$ cat config.mk
export PLATFORM = sky130hd
export DESIGN_NAME = pair_mute_ctrl
export DESIGN_NICKNAME = d
export VERILOG_FILES = /design/src/rtl/mute_pkg.sv /design/src/rtl/mute_regs.sv /design/src/rtl/mute_gain_ramp.sv /design/src/rtl/channel_scaler.sv /design/src/rtl/pair_mute_ctrl.sv
export SDC_FILE = /design/constraint.sdc
export NUM_CORES = 2
export LEC_CHECK = 0
export BUFFER_PORTS_ARGS = -buffer_cell sky130_fd_sc_hd__clkbuf_2
export CAP_MARGIN = 20
export CORE_UTILIZATION = 58
export CTS_CLUSTER_DIAMETER = 30
export DETAILED_ROUTE_END_ITERATION = 10
export PLACE_DENSITY = 0.78
export SYNTH_ARGS = -nofsm -noshare
export SYNTH_HDL_FRONTEND = slang
export SYNTH_HIERARCHICAL = 1
export SYNTH_SLANG_ARGS = --single-unit
export TNS_END_PERCENT = 50
$ cat constraint.sdc
create_clock -name clk -period 6.5 [get_ports clk]
set_input_delay 0.975 -clock clk [delete_from_list [all_inputs] [get_ports clk]]
set_output_delay 0.975 -clock clk [all_outputs]
set_load 0.1 [all_outputs]
$ cat src/rtl/mute_pkg.sv
`timescale 1ns/1ps
package mute_pkg;
  // Register word layout
  localparam int REG_W     = 16;
  localparam int LOCK_LSB  = 8;
  localparam int FIELD_MAX = 4;

  // Register addresses
  localparam int ADDR_STATUS  = 0;
  localparam int ADDR_RAMPOFF = 1;

  // Direction a gain moves on the next frame
  typedef enum logic [1:0] {
    DIR_HOLD = 2'd0,
    DIR_DOWN = 2'd1,
    DIR_UP   = 2'd2
  } ramp_dir_e;
endpackage

$ cat src/rtl/mute_regs.sv
`timescale 1ns/1ps
module mute_regs
  import mute_pkg::*;
#(
  parameter int NUM_PAIRS = 4,
  parameter int ADDR_W    = 2
) (
  input  logic                 clk,
  input  logic                 rst_n,
  input  logic                 wr_en,
  input  logic [ADDR_W-1:0]    addr,
  input  logic [REG_W-1:0]     wdata,
  input  logic [NUM_PAIRS-1:0] lock_in,
  output logic [REG_W-1:0]     rdata,
  output logic [NUM_PAIRS-1:0] mute_bits,
  output logic                 ramp_off
);
  localparam logic [ADDR_W-1:0] A_STATUS  = ADDR_W'(ADDR_STATUS);
  localparam logic [ADDR_W-1:0] A_RAMPOFF = ADDR_W'(ADDR_RAMPOFF);

  logic [NUM_PAIRS-1:0] mute_q;
  logic                 ramp_off_q;
  logic                 unused_wdata_bits;

  assign unused_wdata_bits = ^wdata[REG_W-1:NUM_PAIRS];

  always_ff @(posedge clk or negedge rst_n) begin
    if (!rst_n) begin
      mute_q     <= '0;
      ramp_off_q <= 1'b0;
    end else if (wr_en) begin
      if (addr == A_STATUS)  mute_q     <= wdata[NUM_PAIRS-1:0];
      if (addr == A_RAMPOFF) ramp_off_q <= wdata[0];
    end
  end

  always_comb begin
    rdata = '0;
    if (addr == A_STATUS) begin
      rdata[NUM_PAIRS-1:0]         = mute_q;
      rdata[LOCK_LSB +: NUM_PAIRS] = lock_in;
    end else if (addr == A_RAMPOFF) begin
      rdata[0] = ramp_off_q;
    end
  end

  assign mute_bits = mute_q;
  assign ramp_off  = ramp_off_q;
endmodule

$ cat src/rtl/mute_gain_ramp.sv
`timescale 1ns/1ps
module mute_gain_ramp
  import mute_pkg::*;
#(
  parameter int GAIN_W = 16,
  parameter int STEP   = 2048
) (
  input  logic              clk,
  input  logic              rst_n,
  input  logic              lock,
  input  logic              manual_mute,
  input  logic              ramp_off,
  input  logic              strobe,
  output logic [GAIN_W-1:0] gain,
  output logic              muted
);
  localparam logic [GAIN_W-1:0] UNITY_G = GAIN_W'(1) << (GAIN_W-1);
  localparam logic [GAIN_W-1:0] STEP_G  = GAIN_W'(STEP);
  localparam logic [GAIN_W:0]   UNITY_X = {1'b0, UNITY_G};
  localparam logic [GAIN_W:0]   STEP_X  = {1'b0, STEP_G};

  logic              go_silent;
  ramp_dir_e         dir;
  logic [GAIN_W:0]   up_sum;
  logic [GAIN_W-1:0] gain_nxt;
  logic [GAIN_W-1:0] gain_q;

  // Loss of lock always silences; the manual bit counts only with ramping on
  assign go_silent = !lock || (manual_mute && !ramp_off);

  always_comb begin
    if (go_silent) dir = (gain_q != '0) ? DIR_DOWN : DIR_HOLD;
    else           dir = (gain_q != UNITY_G) ? DIR_UP : DIR_HOLD;
  end

  assign up_sum = {1'b0, gain_q} + STEP_X;

  always_comb begin
    case (dir)
      DIR_DOWN: gain_nxt = (gain_q > STEP_G) ? (gain_q - STEP_G) : '0;
      DIR_UP:   gain_nxt = (up_sum >= UNITY_X) ? UNITY_G : up_sum[GAIN_W-1:0];
      default:  gain_nxt = gain_q;
    endcase
  end

  always_ff @(posedge clk or negedge rst_n) begin
    if (!rst_n)        gain_q <= UNITY_G;
    else if (ramp_off) gain_q <= go_silent ? '0 : UNITY_G;
    else if (strobe)   gain_q <= gain_nxt;
  end

  assign gain  = gain_q;
  assign muted = (gain_q == '0);
endmodule

$ cat src/rtl/channel_scaler.sv
`timescale 1ns/1ps
module channel_scaler #(
  parameter int SAMPLE_W = 24,
  parameter int GAIN_W   = 16
) (
  input  logic [SAMPLE_W-1:0] sample,
  input  logic [GAIN_W-1:0]   gain,
  output logic [SAMPLE_W-1:0] scaled
);
  localparam int PROD_W = SAMPLE_W + GAIN_W + 1;
  localparam int SHIFT  = GAIN_W - 1;

  logic signed [PROD_W-1:0] prod;

  always_comb begin
    prod   = $signed(sample) * $signed({1'b0, gain});
    scaled = SAMPLE_W'(prod >>> SHIFT);
  end
endmodule

$ cat src/rtl/pair_mute_ctrl.sv
`timescale 1ns/1ps
module pair_mute_ctrl
  import mute_pkg::*;
#(
  parameter int NUM_PAIRS = 4,
  parameter int SAMPLE_W  = 24,
  parameter int GAIN_W    = 16,
  parameter int STEP      = 2048,
  parameter int ADDR_W    = 2,
  localparam int NUM_CH   = 2 * NUM_PAIRS,
  localparam int FRAME_W  = NUM_CH * SAMPLE_W
) (
  input  logic                 clk,
  input  logic                 rst_n,
  input  logic                 reg_wr,
  input  logic [ADDR_W-1:0]    reg_addr,
  input  logic [REG_W-1:0]     reg_wdata,
  output logic [REG_W-1:0]     reg_rdata,
  input  logic [NUM_PAIRS-1:0] lock_in,
  input  logic                 in_valid,
  output logic                 in_ready,
  input  logic [FRAME_W-1:0]   in_data,
  output logic                 out_valid,
  input  logic                 out_ready,
  output logic [FRAME_W-1:0]   out_data,
  output logic [NUM_PAIRS-1:0] muted
);
  logic [NUM_PAIRS-1:0] mute_bits;
  logic                 ramp_off;
  logic                 beat;
  logic [GAIN_W-1:0]    pair_gain [NUM_PAIRS];
  logic [FRAME_W-1:0]   scaled_frame;
  logic                 out_valid_q;
  logic [FRAME_W-1:0]   out_data_q;

  mute_regs #(
    .NUM_PAIRS(NUM_PAIRS),
    .ADDR_W   (ADDR_W)
  ) u_regs (
    .clk      (clk),
    .rst_n    (rst_n),
    .wr_en    (reg_wr),
    .addr     (reg_addr),
    .wdata    (reg_wdata),
    .lock_in  (lock_in),
    .rdata    (reg_rdata),
    .mute_bits(mute_bits),
    .ramp_off (ramp_off)
  );

  // One frame per accepted beat; this is the ramp's sample strobe
  assign in_ready = !out_valid_q || out_ready;
  assign beat     = in_valid && in_ready;

  for (genvar p = 0; p < NUM_PAIRS; p++) begin : g_pair
    mute_gain_ramp #(
      .GAIN_W(GAIN_W),
      .STEP  (STEP)
    ) u_ramp (
      .clk        (clk),
      .rst_n      (rst_n),
      .lock       (lock_in[p]),
      .manual_mute(mute_bits[p]),
      .ramp_off   (ramp_off),
      .strobe     (beat),
      .gain       (pair_gain[p]),
      .muted      (muted[p])
    );
  end

  for (genvar c = 0; c < NUM_CH; c++) begin : g_ch
    channel_scaler #(
      .SAMPLE_W(SAMPLE_W),
      .GAIN_W  (GAIN_W)
    ) u_scale (
      .sample(in_data[c*SAMPLE_W +: SAMPLE_W]),
      .gain  (pair_gain[c/2]),
      .scaled(scaled_frame[c*SAMPLE_W +: SAMPLE_W])
    );
  end

  always_ff @(posedge clk or negedge rst_n) begin
    if (!rst_n) begin
      out_valid_q <= 1'b0;
      out_data_q  <= '0;
    end else if (beat) begin
      out_valid_q <= 1'b1;
      out_data_q  <= scaled_frame;
    end else if (out_ready) begin
      out_valid_q <= 1'b0;
    end
  end

  assign out_valid = out_valid_q;
  assign out_data  = out_data_q;
endmodule

* Word level (Yosys, flattened, before mapping) *
Cells that the tools add are included.
Widths: inputs -> output; s select.

word-level totals
  input bits = 219
  register bits after elaboration = 262
  output and inout bits = 214
  logic and storage cells = 124

cells by class
  reductions and logical operators = 37
  $mul = 8
  add/sub/neg operators = 8
  mux-type cells = 42
  $lt $le $gt $ge = 8
  eq/ne operators = 13

operators by type and width
  cell                    number
  $mux 16                 20
  $mul 24x17->39          8
  $pmux 16 s2             4
  $add 16x12->17 const B  4
  $ge 17x16->1 const B    4
  $gt 16x12->1 const B    4
  $logic_not 16->1        4
  $ne 16x16->1 const B    4
  $reduce_bool 16->1      4
  $sub 16x12->16 const B  4
  $mux 2                  8
  $reduce_and 2->1        6
  $reduce_bool 3->1       4
  $eq 2x1->1 const B      5
  $eq 2x2->1 const B      4
  $mux 1                  8
  $logic_not 1->1         6
  $logic_and 1x1->1       5
  $logic_or 1x1->1        5
  $mux 4                  1
  $reduce_bool 2->1       2
  $mux 3                  1
  $logic_not 2->1         1

* Depth between registers and ports, before layout *
  word-level depth = 8
  gate-level depth with buffers = 26
  depth with buffers taken out = 24

* Cells and area by module *
The synthesis kept the hierarchy.

by module, submodules not included
  module                                 times used  area an instance (um^2)  sequential area each (um^2)  cells an instance
  channel_scaler (g_ch[1].u_scale ...)   6           13083.8                  0.0                          1472
  channel_scaler (g_ch[0].u_scale)       1           13188.9                  0.0                          1486
  channel_scaler (g_ch[7].u_scale)       1           13001.2                  0.0                          1457
  pair_mute_ctrl                         1           7986.4                   4829.6                       410
  mute_gain_ramp (g_pair[1].u_ramp ...)  3           585.6                    126.4                        66
  mute_gain_ramp (g_pair[0].u_ramp)      1           653.1                    126.4                        82
  mute_regs                              1           332.8                    125.1                        31

* Least setup slack after synthesis *
OpenSTA, ideal clock, no wires.

  path kind = input port to flip-flop
  from = input port in_data[176]
  to = register out_data_q[184], in the netlist out_data[184]
  path buffers = 1
  data arrival time = 6.648 ns
  data required time = 6.374 ns
  slack = -0.274 ns
  stages on the path = 22
  cells stage by stage = clkbuf_1 nand2_1 fa_1 inv_1 fa_1 fa_1 fa_1 fa_1 inv_1 fa_1 inv_1 ha_1 a21oi_1 o21ai_0 or3_1 o22a_1 a311oi_4 o221ai_2 a21o_1 a21oi_2 xnor2_1 mux2_4

on the way
  longest elaborated chain between the ends = 1

ends and longest elaborated chain
  item                         line                  text
  start: declaration           pair_mute_ctrl.sv:22  input logic [FRAME_W-1:0] in_data,
  $mul 24x17->39               channel_scaler.sv:16  prod = $signed(sample) * $signed({1'b0, gain});
  named net scaled_frame[184]  pair_mute_ctrl.sv:32  logic [FRAME_W-1:0] scaled_frame;
  end signal: assignment       pair_mute_ctrl.sv:88  out_data_q <= scaled_frame;
  end: declaration             pair_mute_ctrl.sv:34  logic [FRAME_W-1:0] out_data_q;

The timed path passes the listed nets, and every way through them passes these cells.
A chain may end at the register's enable or synchronous reset.

* Worst setup path in the final report *
  from = register g_pair[0].u_ramp.gain_q[13]
  to = register out_data_q[43], in the netlist out_data[43]

on the way
  longest elaborated chain between the ends = 1

ends and longest elaborated chain
  item                        line                  text
  start: declaration          mute_gain_ramp.sv:26  logic [GAIN_W-1:0] gain_q;
  start signal: assignment    mute_gain_ramp.sv:48  else if (ramp_off) gain_q <= go_silent ? '0 : UNITY_G;
  start signal: assignment    mute_gain_ramp.sv:49  else if (strobe) gain_q <= gain_nxt;
  $mul 24x17->39              channel_scaler.sv:16
  named net scaled_frame[43]  pair_mute_ctrl.sv:32

The timed path passes the listed nets, and every way through them passes these cells.

==> flow_summary.json <==
{
  "status": "finished clean",
  "min_period_ps": 6370,
  "first_pass_iters": 6,
  "drive_above_1_share_pct": 11.6,
  "fin_util_pct": 64.3,
  "hpwl_um": 232000,
  "ctsRootBufferMaster": "clkbuf_16",
  "fmax_mhz": 157,
  "ys_seq_area_share_pct": 4.73,
  "min_path_type": "primary input to asynchronous set/reset pin",
  "r2r_slack_ps": 130,
  "port_buffers": 412,
  "finalHoldViolCount": 0,
  "start_util_pct": 58.5,
  "core_sq_um": 197000,
  "viasPerCell": 5.31,
  "regArea_sq_um": 5490,
  "dieArea_sq_um": 201000,
  "yosys-top-cells-count": "3,473 x inv_1, 2,904 x fa_1, 1,905 x nand2_1, 1,234 x and2_1, 764 x ha_1",
  "r2r_cells": 20,
  "grt_usage_pct": 30.5,
  "grt.overflow.total": 0,
  "skew_ps": 27.7,
  "synth_top_cell_by_area": "fa_1",
  "multi_input_area_sq_um": 95100,
  "fp.dieH_um": 448,
  "drc": 0,
  "yosysUniqueCellTypes": 93,
  "gp_congestion": 0.913,
  "clkLatencyLatePin_ps": 720,
  "cts_tree": "done",
  "nFillCells": 15700,
  "drtIter0Drc": 5335,
  "antenna_found_initial": 52,
  "async_flop_share_pct": 100,
  "final_nets": 17000,
  "synth_top_area_share_pct": 50.4,
  "grt_pass1_wl_um": 479000,
  "postSynthCellCount": 12500,
  "io_pins": 433,
  "dieWidth_um": 448,
  "synth_top_flop_cell": "dfrtp_1",
  "grt_max_degree": 104,
  "grt_pass1_vias": 92200,
  "rsz0062_at_grt": "yes",
  "r2r-start": "g_pair[0].u_ramp/gain[13]",
  "worstSetupPathType": "flip-flop to flip-flop",
  "postRouteAntennaNets": 0,
  "cp_max_fo": 19,
  "clockBufferDepth": 3,
  "arrival_ps": 7010,
  "critPathLaunchType": "flip-flop",
  "hold_slack_ps": 235,
  "max-slew-margin-rel_pct": 26.7,
  "worst_slew_pin_slew_ps": 1100,
  "period_share_pct": 98.0,
  "syn_area_per_cell_sq_um": 9.24,
  "final_max_slew_viol_count": 0,
  "startpoint": "g_pair[0].u_ramp/gain[13]",
  "synth_area_sq_um": 115000,
  "synthTopCellsByArea": "fa_1 50%, inv_1 11%, ha_1 8.3%",
  "placedCellCount": 15700,
  "fp-row-count": 163,
  "clock_sinks": 218,
  "required_ps": 7140,
  "numCtsBuffers": 80,
  "clk_pin_slew_ps": 40,
  "routed_wl_um": 292000,
  "h-tree-depth": 3,
  "end_kind": "flip-flop",
  "routedWlPerCell_um": 18.4,
  "synth_edf_count": 0,
  "yosysMostFrequentCell": "inv_1",
  "setup_viol_count_final": 0,
  "synth-seq-cells": 218,
  "drv_cap": 0,
  "finalNonFillerCells": 15900,
  "vias": 84300,
  "area_delta_synth_final_pct": 10.0,
  "ys_warn_count": 6
}
[sequential cells by signal (all words and copies together), names as in the netlist]
name	flops
g_pair.u_ramp/gain	20
out_data	192
out_valid	1
u_regs/mute_bits	4
u_regs/ramp_off	1
[cell families (layout without fill, tap and decap cells)]
kind of cell	count (synthesis)	in the layout	synth area share, %
buf+inv	4001	4641	13.4
simple gates	3527	3527	14.7
fa+ha+maj	3668	3668	58.6
other cells	5	92	0.0163
mux	211	211	2.60
compound gates	565	565	3.56
xor+xnor	301	301	2.28
flops	218	218	4.73
[worst paths after layout]
check,endpoint
worst max-delay path,out_data[43]
worst min-delay path,out_data[186]
worst max register to register,out_data[43]
worst min register to register,out_data[6]
max in group asynchronous,g_pair[2].u_ramp/gain[12]
min in group clk,out_valid
[cell usage in the layout, fill, tap and decap left out, types with 20 or more instances in the layout]
| cell type | count |
|---|---|
| a21oi_1 | 134 |
| o21ai_0 | 42 |
| ha_1 | 744 |
| mux2_4 | 169 |
| o21ai_1 | 26 |
| conb_1 | 52 |
| and2_1 | 1232 |
| clkbuf_16 | 82 |
| a21o_1 | 77 |
| fa_1 | 2894 |
| nand3_1 | 61 |
| nand4_1 | 30 |
| mux2_2 | 34 |
| diode_2 | 40 |
| nand2_1 | 1904 |
| xnor2_1 | 215 |
| nor2_1 | 111 |
| a31oi_1 | 46 |
| o21a_1 | 20 |
| dfrtp_1 | 200 |
| o211ai_1 | 23 |
| and3_1 | 27 |
| nor3_1 | 60 |
| inv_1 | 3471 |
| clkbuf_2 | 411 |
| buf_4 | 567 |
| buf_12 | 32 |
| xor2_1 | 84 |
[metrics by stage]
| step | instance area [sq um] | setup slack, ps | setup TNS (ps) |
|---|---|---|---|
| after CTS | 126000 | 21.4 | 0 |
| after global routing | 127000 | -49.9 | -76.8 |
| after floorplan | 116000 | -20.7 | -20.7 |
| final | 127000 | 131 | 0 |
| after detailed placement | 124000 | -512 | -13790 |
| after global placement | 124000 | -319 | -10100 |
[layout make-up]
class / count / share of cell area, %
Inverter: 3473 / 10.3
Sequential cell: 218 / 4.33
Tap cell: 2640 / 2.60
Clock inverter: 44 / 0.476
Multi-Input combinational cell: 8324 / 74.9
Antenna cell: 40 / 0.0788
Clock buffer: 105 / 1.76
Timing Repair Buffer: 1019 / 5.58
[metal layers]
| layer | wire length (um) | GRT usage, % | vias to the layer above |
|---|---|---|---|
| met5 | 108 | 0 | - |
| met4 | 21100 | 18.7 | 16 |
| met3 | 21000 | 4.40 | 764 |
| met2 | 142000 | 50.3 | 3371 |
| met1 | 108000 | 38.1 | 43100 |
| li1 | - | - | 37000 |
[critical path: stages (launching register included)]
cell and delay [ps]:
dfrtp_4 530, buf_12 180, and2_1 170, fa_1 400, fa_1 490, fa_1 580
fa_1 460, fa_1 530, inv_1 60, fa_1 520, inv_1 80, ha_4 210
a21o_1 150, a21oi_1 150, nor2b_1 90, or4_4 410, a21o_4 230, a211o_4 380
a2111oi_4 340, nand4b_1 170, mux2_4 150
[what timing repair did]
item | CTS | global route
hold buffers | 0 | 0
setup endpoints to repair | 6 | 47
resized for setup | 6 | 47
pin swaps | 2 | 21
cloned | 0 | 2
setup buffers | 0 | 15
Power is left out: the tool's default activity adds up to more than one toggle a clock period on the data nets, which glitch-free logic cannot reach.
